**src/rtl/clkSupPkg.sv**
```systemverilog
`timescale 1ns/1ps
package clkSupPkg;
  typedef enum logic {stRun, stWait} supState_t;

  // strobes from control to the quality datapath
  typedef struct packed {
    logic startCheck;  // begin a fresh quality window
    logic checkOn;     // self-clock mode active, count oscillator ticks
  } ctlStrobe_t;
endpackage

```
**src/rtl/clkSupQual.sv**
```systemverilog
`timescale 1ns/1ps
module clkSupQual import clkSupPkg::*; #(
  parameter int QUAL_CYCLES = 4096
) (
  input  logic       clk,
  input  logic       rstN,
  input  ctlStrobe_t ctl,
  input  logic       cmFail,
  input  logic       oscTick,
  output logic       qualityDone
);
  localparam int CW = (QUAL_CYCLES > 1) ? $clog2(QUAL_CYCLES) : 1;
  localparam logic [CW-1:0] LAST = CW'(QUAL_CYCLES - 1);

  logic [CW-1:0] qCnt;

  assign qualityDone = ctl.checkOn && oscTick && !cmFail && (qCnt == LAST);

  always_ff @(posedge clk or negedge rstN) begin
    if (!rstN) begin
      qCnt <= '0;
    end else if (ctl.startCheck || cmFail) begin
      qCnt <= '0;
    end else if (ctl.checkOn && oscTick) begin
      qCnt <= qualityDone ? '0 : qCnt + 1'b1;
    end
  end

  // a failure cycle restarts the window
  a_r7_fail_restart: assert property (@(posedge clk) disable iff (!rstN)
    cmFail |=> (qCnt == '0));

  // a new check always starts from zero
  a_r7_start_zero: assert property (@(posedge clk) disable iff (!rstN)
    ctl.startCheck |=> (qCnt == '0));

  // no counting while self-clock mode is off
  a_r7_idle_hold: assert property (@(posedge clk) disable iff (!rstN)
    (!ctl.checkOn && !ctl.startCheck && !cmFail) |=> $stable(qCnt));
endmodule

```
**src/rtl/clkSupCtrl.sv**
```systemverilog
`timescale 1ns/1ps
module clkSupCtrl import clkSupPkg::*; (
  input  logic       clk,
  input  logic       rstN,
  input  logic       cmFail,
  input  logic       cmEn,
  input  logic       scmEn,
  input  logic       scmIntEn,
  input  logic       pllOffInWait,
  input  logic       waitReq,
  input  logic       wakeEvt,
  input  logic       extRst,
  input  logic       scmFlagClr,
  input  logic       qualityDone,
  output ctlStrobe_t ctl,
  output logic       cmRstReq,
  output logic       scmActive,
  output logic       sysClkSelPll,
  output logic       pllEn,
  output logic       vregEn,
  output logic       scmFlag,
  output logic       waitExit,
  output logic       rstSeqStart
);
  supState_t state;
  logic inWait, lossSeen, lossRst, lossScm, exitNow;

  assign inWait   = (state == stWait);
  assign lossSeen = inWait && !scmActive && cmFail && cmEn;
  assign lossRst  = lossSeen && !scmEn;
  assign lossScm  = lossSeen && scmEn;
  assign exitNow  = inWait && !lossRst &&
                    (wakeEvt || extRst || (scmFlag && scmIntEn));

  assign ctl.startCheck = lossScm;
  assign ctl.checkOn    = scmActive;

  assign sysClkSelPll = scmActive;
  assign pllEn        = scmActive || !(inWait && pllOffInWait);
  assign vregEn       = 1'b1;

  always_ff @(posedge clk or negedge rstN) begin
    if (!rstN) begin
      state       <= stRun;
      scmActive   <= 1'b0;
      scmFlag     <= 1'b0;
      cmRstReq    <= 1'b0;
      waitExit    <= 1'b0;
      rstSeqStart <= 1'b0;
    end else begin
      cmRstReq    <= lossRst;
      waitExit    <= exitNow;
      rstSeqStart <= exitNow && extRst;

      unique case (state)
        stRun:   if (waitReq) state <= stWait;
        stWait:  if (lossRst || exitNow) state <= stRun;
        default: state <= stRun;
      endcase

      if (lossScm)          scmActive <= 1'b1;
      else if (qualityDone) scmActive <= 1'b0;

      if (lossScm)         scmFlag <= 1'b1;
      else if (scmFlagClr) scmFlag <= 1'b0;
    end
  end

  a_r3_rst_pulse: assert property (@(posedge clk) disable iff (!rstN)
    cmRstReq |=> !cmRstReq);

  a_r9_exit_pulse: assert property (@(posedge clk) disable iff (!rstN)
    waitExit |=> !waitExit);

  a_r9_rss_with_exit: assert property (@(posedge clk) disable iff (!rstN)
    rstSeqStart |-> waitExit);

  a_r11_rst_no_exit: assert property (@(posedge clk) disable iff (!rstN)
    cmRstReq |-> !waitExit);

  a_r4_flag_with_entry: assert property (@(posedge clk) disable iff (!rstN)
    $rose(scmActive) |-> scmFlag);

  a_r5_flag_sticky: assert property (@(posedge clk) disable iff (!rstN)
    (scmFlag && !scmFlagClr) |=> scmFlag);

  a_r2_ignore: assert property (@(posedge clk) disable iff (!rstN)
    (inWait && !cmEn && !wakeEvt && !extRst && !(scmFlag && scmIntEn)) |=> !cmRstReq && !waitExit);
endmodule

```
**src/rtl/clkLossSupervisor.sv**
```systemverilog
`timescale 1ns/1ps
module clkLossSupervisor #(
  parameter int QUAL_CYCLES = 4096
) (
  input  logic clk,
  input  logic rstN,
  input  logic cmFail,
  input  logic oscTick,
  input  logic cmEn,
  input  logic scmEn,
  input  logic scmIntEn,
  input  logic pllOffInWait,
  input  logic waitReq,
  input  logic wakeEvt,
  input  logic extRst,
  input  logic scmFlagClr,
  output logic cmRstReq,
  output logic scmActive,
  output logic sysClkSelPll,
  output logic pllEn,
  output logic vregEn,
  output logic scmFlag,
  output logic waitExit,
  output logic rstSeqStart
);
  clkSupPkg::ctlStrobe_t ctl;
  logic qualityDone;

  clkSupCtrl uCtrl (
    .clk(clk), .rstN(rstN), .cmFail(cmFail), .cmEn(cmEn), .scmEn(scmEn),
    .scmIntEn(scmIntEn), .pllOffInWait(pllOffInWait), .waitReq(waitReq),
    .wakeEvt(wakeEvt), .extRst(extRst), .scmFlagClr(scmFlagClr),
    .qualityDone(qualityDone), .ctl(ctl), .cmRstReq(cmRstReq),
    .scmActive(scmActive), .sysClkSelPll(sysClkSelPll), .pllEn(pllEn),
    .vregEn(vregEn), .scmFlag(scmFlag), .waitExit(waitExit),
    .rstSeqStart(rstSeqStart)
  );

  clkSupQual #(.QUAL_CYCLES(QUAL_CYCLES)) uQual (
    .clk(clk), .rstN(rstN), .ctl(ctl), .cmFail(cmFail), .oscTick(oscTick),
    .qualityDone(qualityDone)
  );
endmodule

```
**config.mk**
```make
export PLATFORM = sky130hd
export DESIGN_NAME = clkLossSupervisor
export DESIGN_NICKNAME = d
export VERILOG_FILES = /design/src/rtl/clkSupPkg.sv /design/src/rtl/clkSupQual.sv /design/src/rtl/clkSupCtrl.sv /design/src/rtl/clkLossSupervisor.sv
export SDC_FILE = /design/constraint.sdc
export NUM_CORES = 1
export LEC_CHECK = 0
export CAP_MARGIN = 20
export CORE_MARGIN = 2
export CORE_UTILIZATION = 28
export CTS_CLUSTER_DIAMETER = 200
export DETAILED_ROUTE_END_ITERATION = 7
export PLACE_DENSITY = 0.62
export REMOVE_ABC_BUFFERS = 1
export SLEW_MARGIN = 20
export SYNTH_ARGS = -nofsm -noshare
export SYNTH_HDL_FRONTEND = slang
export SYNTH_SLANG_ARGS = --single-unit
export TNS_END_PERCENT = 50
```
**constraint.sdc**
```tcl
create_clock -name clk -period 1.45 [get_ports clk]
set_clock_uncertainty 0.2 [all_clocks]
set_input_delay 0.29 -clock clk [delete_from_list [all_inputs] [get_ports clk]]
set_output_delay 0.29 -clock clk [all_outputs]
set_load 0.005 [all_outputs]
```
==> results.json <==
{
  "syn_to_final_growth_pct": 78.2,
  "crit_path_start_kind": "register",
  "regArea_um2": 450,
  "numCtsBuffers": 3,
  "stdcell_area_um2": 1610,
  "finalNonFillerCells": 194,
  "cts_buffer_depth": 2,
  "synth_cell_types": 30,
  "synthAdderAreaFrac_pct": 1.38,
  "ir_worst_vdd_uv": 408,
  "cts_tree": "yes",
  "vias_per_cell": 4.79,
  "final_antenna_net_count": 0,
  "fin_util_pct": 52.4,
  "worstPathArrival_ns": 1.59,
  "seqPwrFrac_pct": 43.6,
  "critPathRequiredTime_ns": 1.43,
  "crit_chain": "ha_4 -> and3_4 -> nand4_1 -> buf_6 -> a31oi_2 -> o21ai_2",
  "critPathTopFamily": "flip-flops",
  "hold_path.class": "in -> async",
  "ctsHoldBuffers": 0,
  "placed_area_um2": 1310,
  "r2r_start": "uQual.qCnt[1]",
  "drv_slew": 0,
  "clkPwrFrac_pct": 18.9,
  "fill_cells": 278,
  "synth-seq-cells": 18,
  "fin_tns_setup_ns": -1.28,
  "die_w_um": 60.9,
  "ys_warn_count": 0,
  "drive_gt1_share_pct": 42.7,
  "r2r-end": "uQual.qCnt[3]",
  "muxShareOfSynthArea_pct": 0,
  "synthSimpleGateAreaFrac_pct": 26.7,
  "postSynthAreaPerCell_um2": 9.34,
  "nNetsFinal": 165,
  "place_congestion": 0.791,
  "grt_usage_pct": 14.0,
  "finalSetupViolations": 16,
  "synth-compound-area-share_pct": 11.2,
  "drt-initial-drc-count": 19,
  "synth_cells": 97,
  "core_area_um2": 3080,
  "switchingPower_w": 0.000362,
  "fmax_ghz": 0.620,
  "path_buf_inv": 1,
  "place_hpwl_mm": 1.77,
  "die_h_um": 60.9,
  "synth_edf_count": 0,
  "dieArea_um2": 3710,
  "drc_errors": 0,
  "synth_area_um2": 906,
  "htreeDepth": 1,
  "clk_pin_slew_ns": 0.10,
  "path_max_fanout": 6,
  "synthXorXnorAreaFrac_pct": 4.83,
  "avgRoutedWirePerCell_um": 14.3,
  "drv_cap": 0,
  "crit_path_start": "uQual.qCnt[1]",
  "cts_sinks": 18,
  "rsz0062_at_grt": "yes",
  "grt_pass1_vias": 889,
  "ys_seq_area_share_pct": 49.7,
  "place_inst": 181,
  "vias": 930,
  "drt-total-wl_mm": 2.77,
  "first_pass_iters": 4,
  "p_leak_nw": 0.694,
  "critPathMaxStageDelay_ns": 0.42,
  "insertion_delay_ns": 0.28,
  "grt_max_degree": 14,
  "num_rows": 20,
  "num_antenna_cells": 0,
  "io_pins": 20,
  "overflow": 0,
  "min_period_ns": 1.61,
  "worstSetupEndpointType": "register",
  "crit_cells": 6,
  "internal_power_w": 0.000903,
  "multi_input_area_um2": 577,
  "switching_share_pct": 28.6,
  "async_flop_share_pct": 100,
  "finalHoldViolCount": 0,
  "status": "finished, violations left",
  "violations": "negative setup slack",
  "crit_slowest_cell": "dfrtp_1",
  "power_frac_comb_pct": 37.5,
  "synth_top_family_by_area": "simple AND/OR/NAND/NOR gates",
  "rrSetupSlack_ns": -0.16,
  "root_buffer": "clkbuf_4",
  "worstRegToRegCells": 6,
  "fin_crit_sh_pct": 111,
  "antenna_found_initial": 0,
  "crit_type": "reg -> reg",
  "cellPowerDensity_nw_per_um2": 783,
  "cp-endpoint": "uQual.qCnt[3]",
  "start_util_pct": 29.4,
  "worst_slack_ns": -0.163,
  "finalPower_w": 0.00126,
  "synth-main-ff-cell": "dfrtp_1",
  "grt_first_pass_wirelength_mm": 3.82,
  "portBuffers": 18
}
==> sequential cells by signal (all words and copies together), names as in the netlist <==
signal,count
uCtrl.rstSeqStart,1
uCtrl.waitExit,1
uCtrl.inWait,1
uCtrl.scmFlag,1
uCtrl.cmRstReq,1
uQual.qCnt,12
uCtrl.scmActive,1
==> repair_timing <==
item                                    in CTS  in global routing
endpoints found under the setup margin      19                 18
buffers inserted                             3                  7
cloned                                       0                  0
hold endpoints to repair                     0                  0
resized for setup                           26                 42
pin swaps                                    8                 10
==> routing by layer <==
| layer | wire length [um] | vias to the layer above | track usage, % |
|---|---|---|---|
| li1 | - | 454 | - |
| met2 | 1460 | 22 | 22.9 |
| met3 | 120 | 2 | 4.05 |
| met4 | 15 | 0 | 4.66 |
| met5 | 0 | - | 0 |
| met1 | 1170 | 452 | 17.8 |
==> layout make-up <==
cell class              count  area share (%)
inverters                   6            1.40
flip-flops and latches     18            27.9
repair buffers             54            30.2
clock buffers               3            1.40
well taps                  44            3.41
multi-input cells          69            35.7
==> power groups by stage <==
stage          Sequential (W)  Combinational, W  Clock [W]
5_1_grt              0.000555          0.000510   0.000275
2_1_floorplan        0.000570         0.0000628          0
3_3_place_gp         0.000553          0.000256          0
6_report             0.000552          0.000474   0.000239
4_1_cts              0.000548          0.000268   0.000253
3_5_place_dp         0.000554          0.000258          0
==> metrics by stage <==
stage	hold slack, ns	setup slack [ns]
2_1_floorplan	-0.206	-0.0706
3_3_place_gp	0.352	-0.312
3_5_place_dp	0.363	-0.337
4_1_cts	0.0738	-0.184
5_1_grt	0.0651	-0.227
6_report	0.0810	-0.163
==> cell usage after synthesis (2+ instances only) <==
library cell   n  area (um2)
a21oi_1        3        15.0
a31oi_1        2        12.5
and4_1         2        17.5
buf_4          2        15.0
dfrtp_1       18         450
inv_1          6        22.5
nand2_1       11        41.3
nand3_1        7        35.0
nand4_1        6        37.5
nor2_1         7        26.3
nor2b_1        2        12.5
nor4_1         2        12.5
o21ai_0        7        35.0
o22ai_1        2        12.5
or4_1          2        15.0
xnor2_1        3        26.3
xor2_1         2        17.5
==> how the worst min path moves through the flow <==
stage	start	end	slack, ns	depth (start not counted)
floorplan	rstN	uCtrl.cmRstReq	-0.21	0
global route	rstN	uQual.qCnt[1]	0.07	2
finish	rstN	uCtrl.cmRstReq	0.08	2
CTS	rstN	uCtrl.cmRstReq	0.07	2
detailed placement	uQual.qCnt[11]	uQual.qCnt[11]	0.36	2
global placement	uQual.qCnt[11]	uQual.qCnt[11]	0.35	2
==> cell usage in the layout (no fill, tap or decap), types with 3 or more instances in the layout <==
cell type,n
o21ai_0,3
nand3_1,5
clkdlybuf4s50_1,10
buf_6,10
buf_4,27
inv_1,6
xnor2_1,3
clkbuf_4,3
clkdlybuf4s15_1,3
nor2_1,7
dfrtp_1,18
nand2_1,9
nand4_1,6
==> cells by family after synthesis <==
group | after synthesis
other cells | 1
simple gates | 45
compound gates | 17
xor+xnor | 5
buf+inv | 10
fa+ha+maj | 1
flops | 18
No activity file was read; power rests on OpenSTA's default activity.
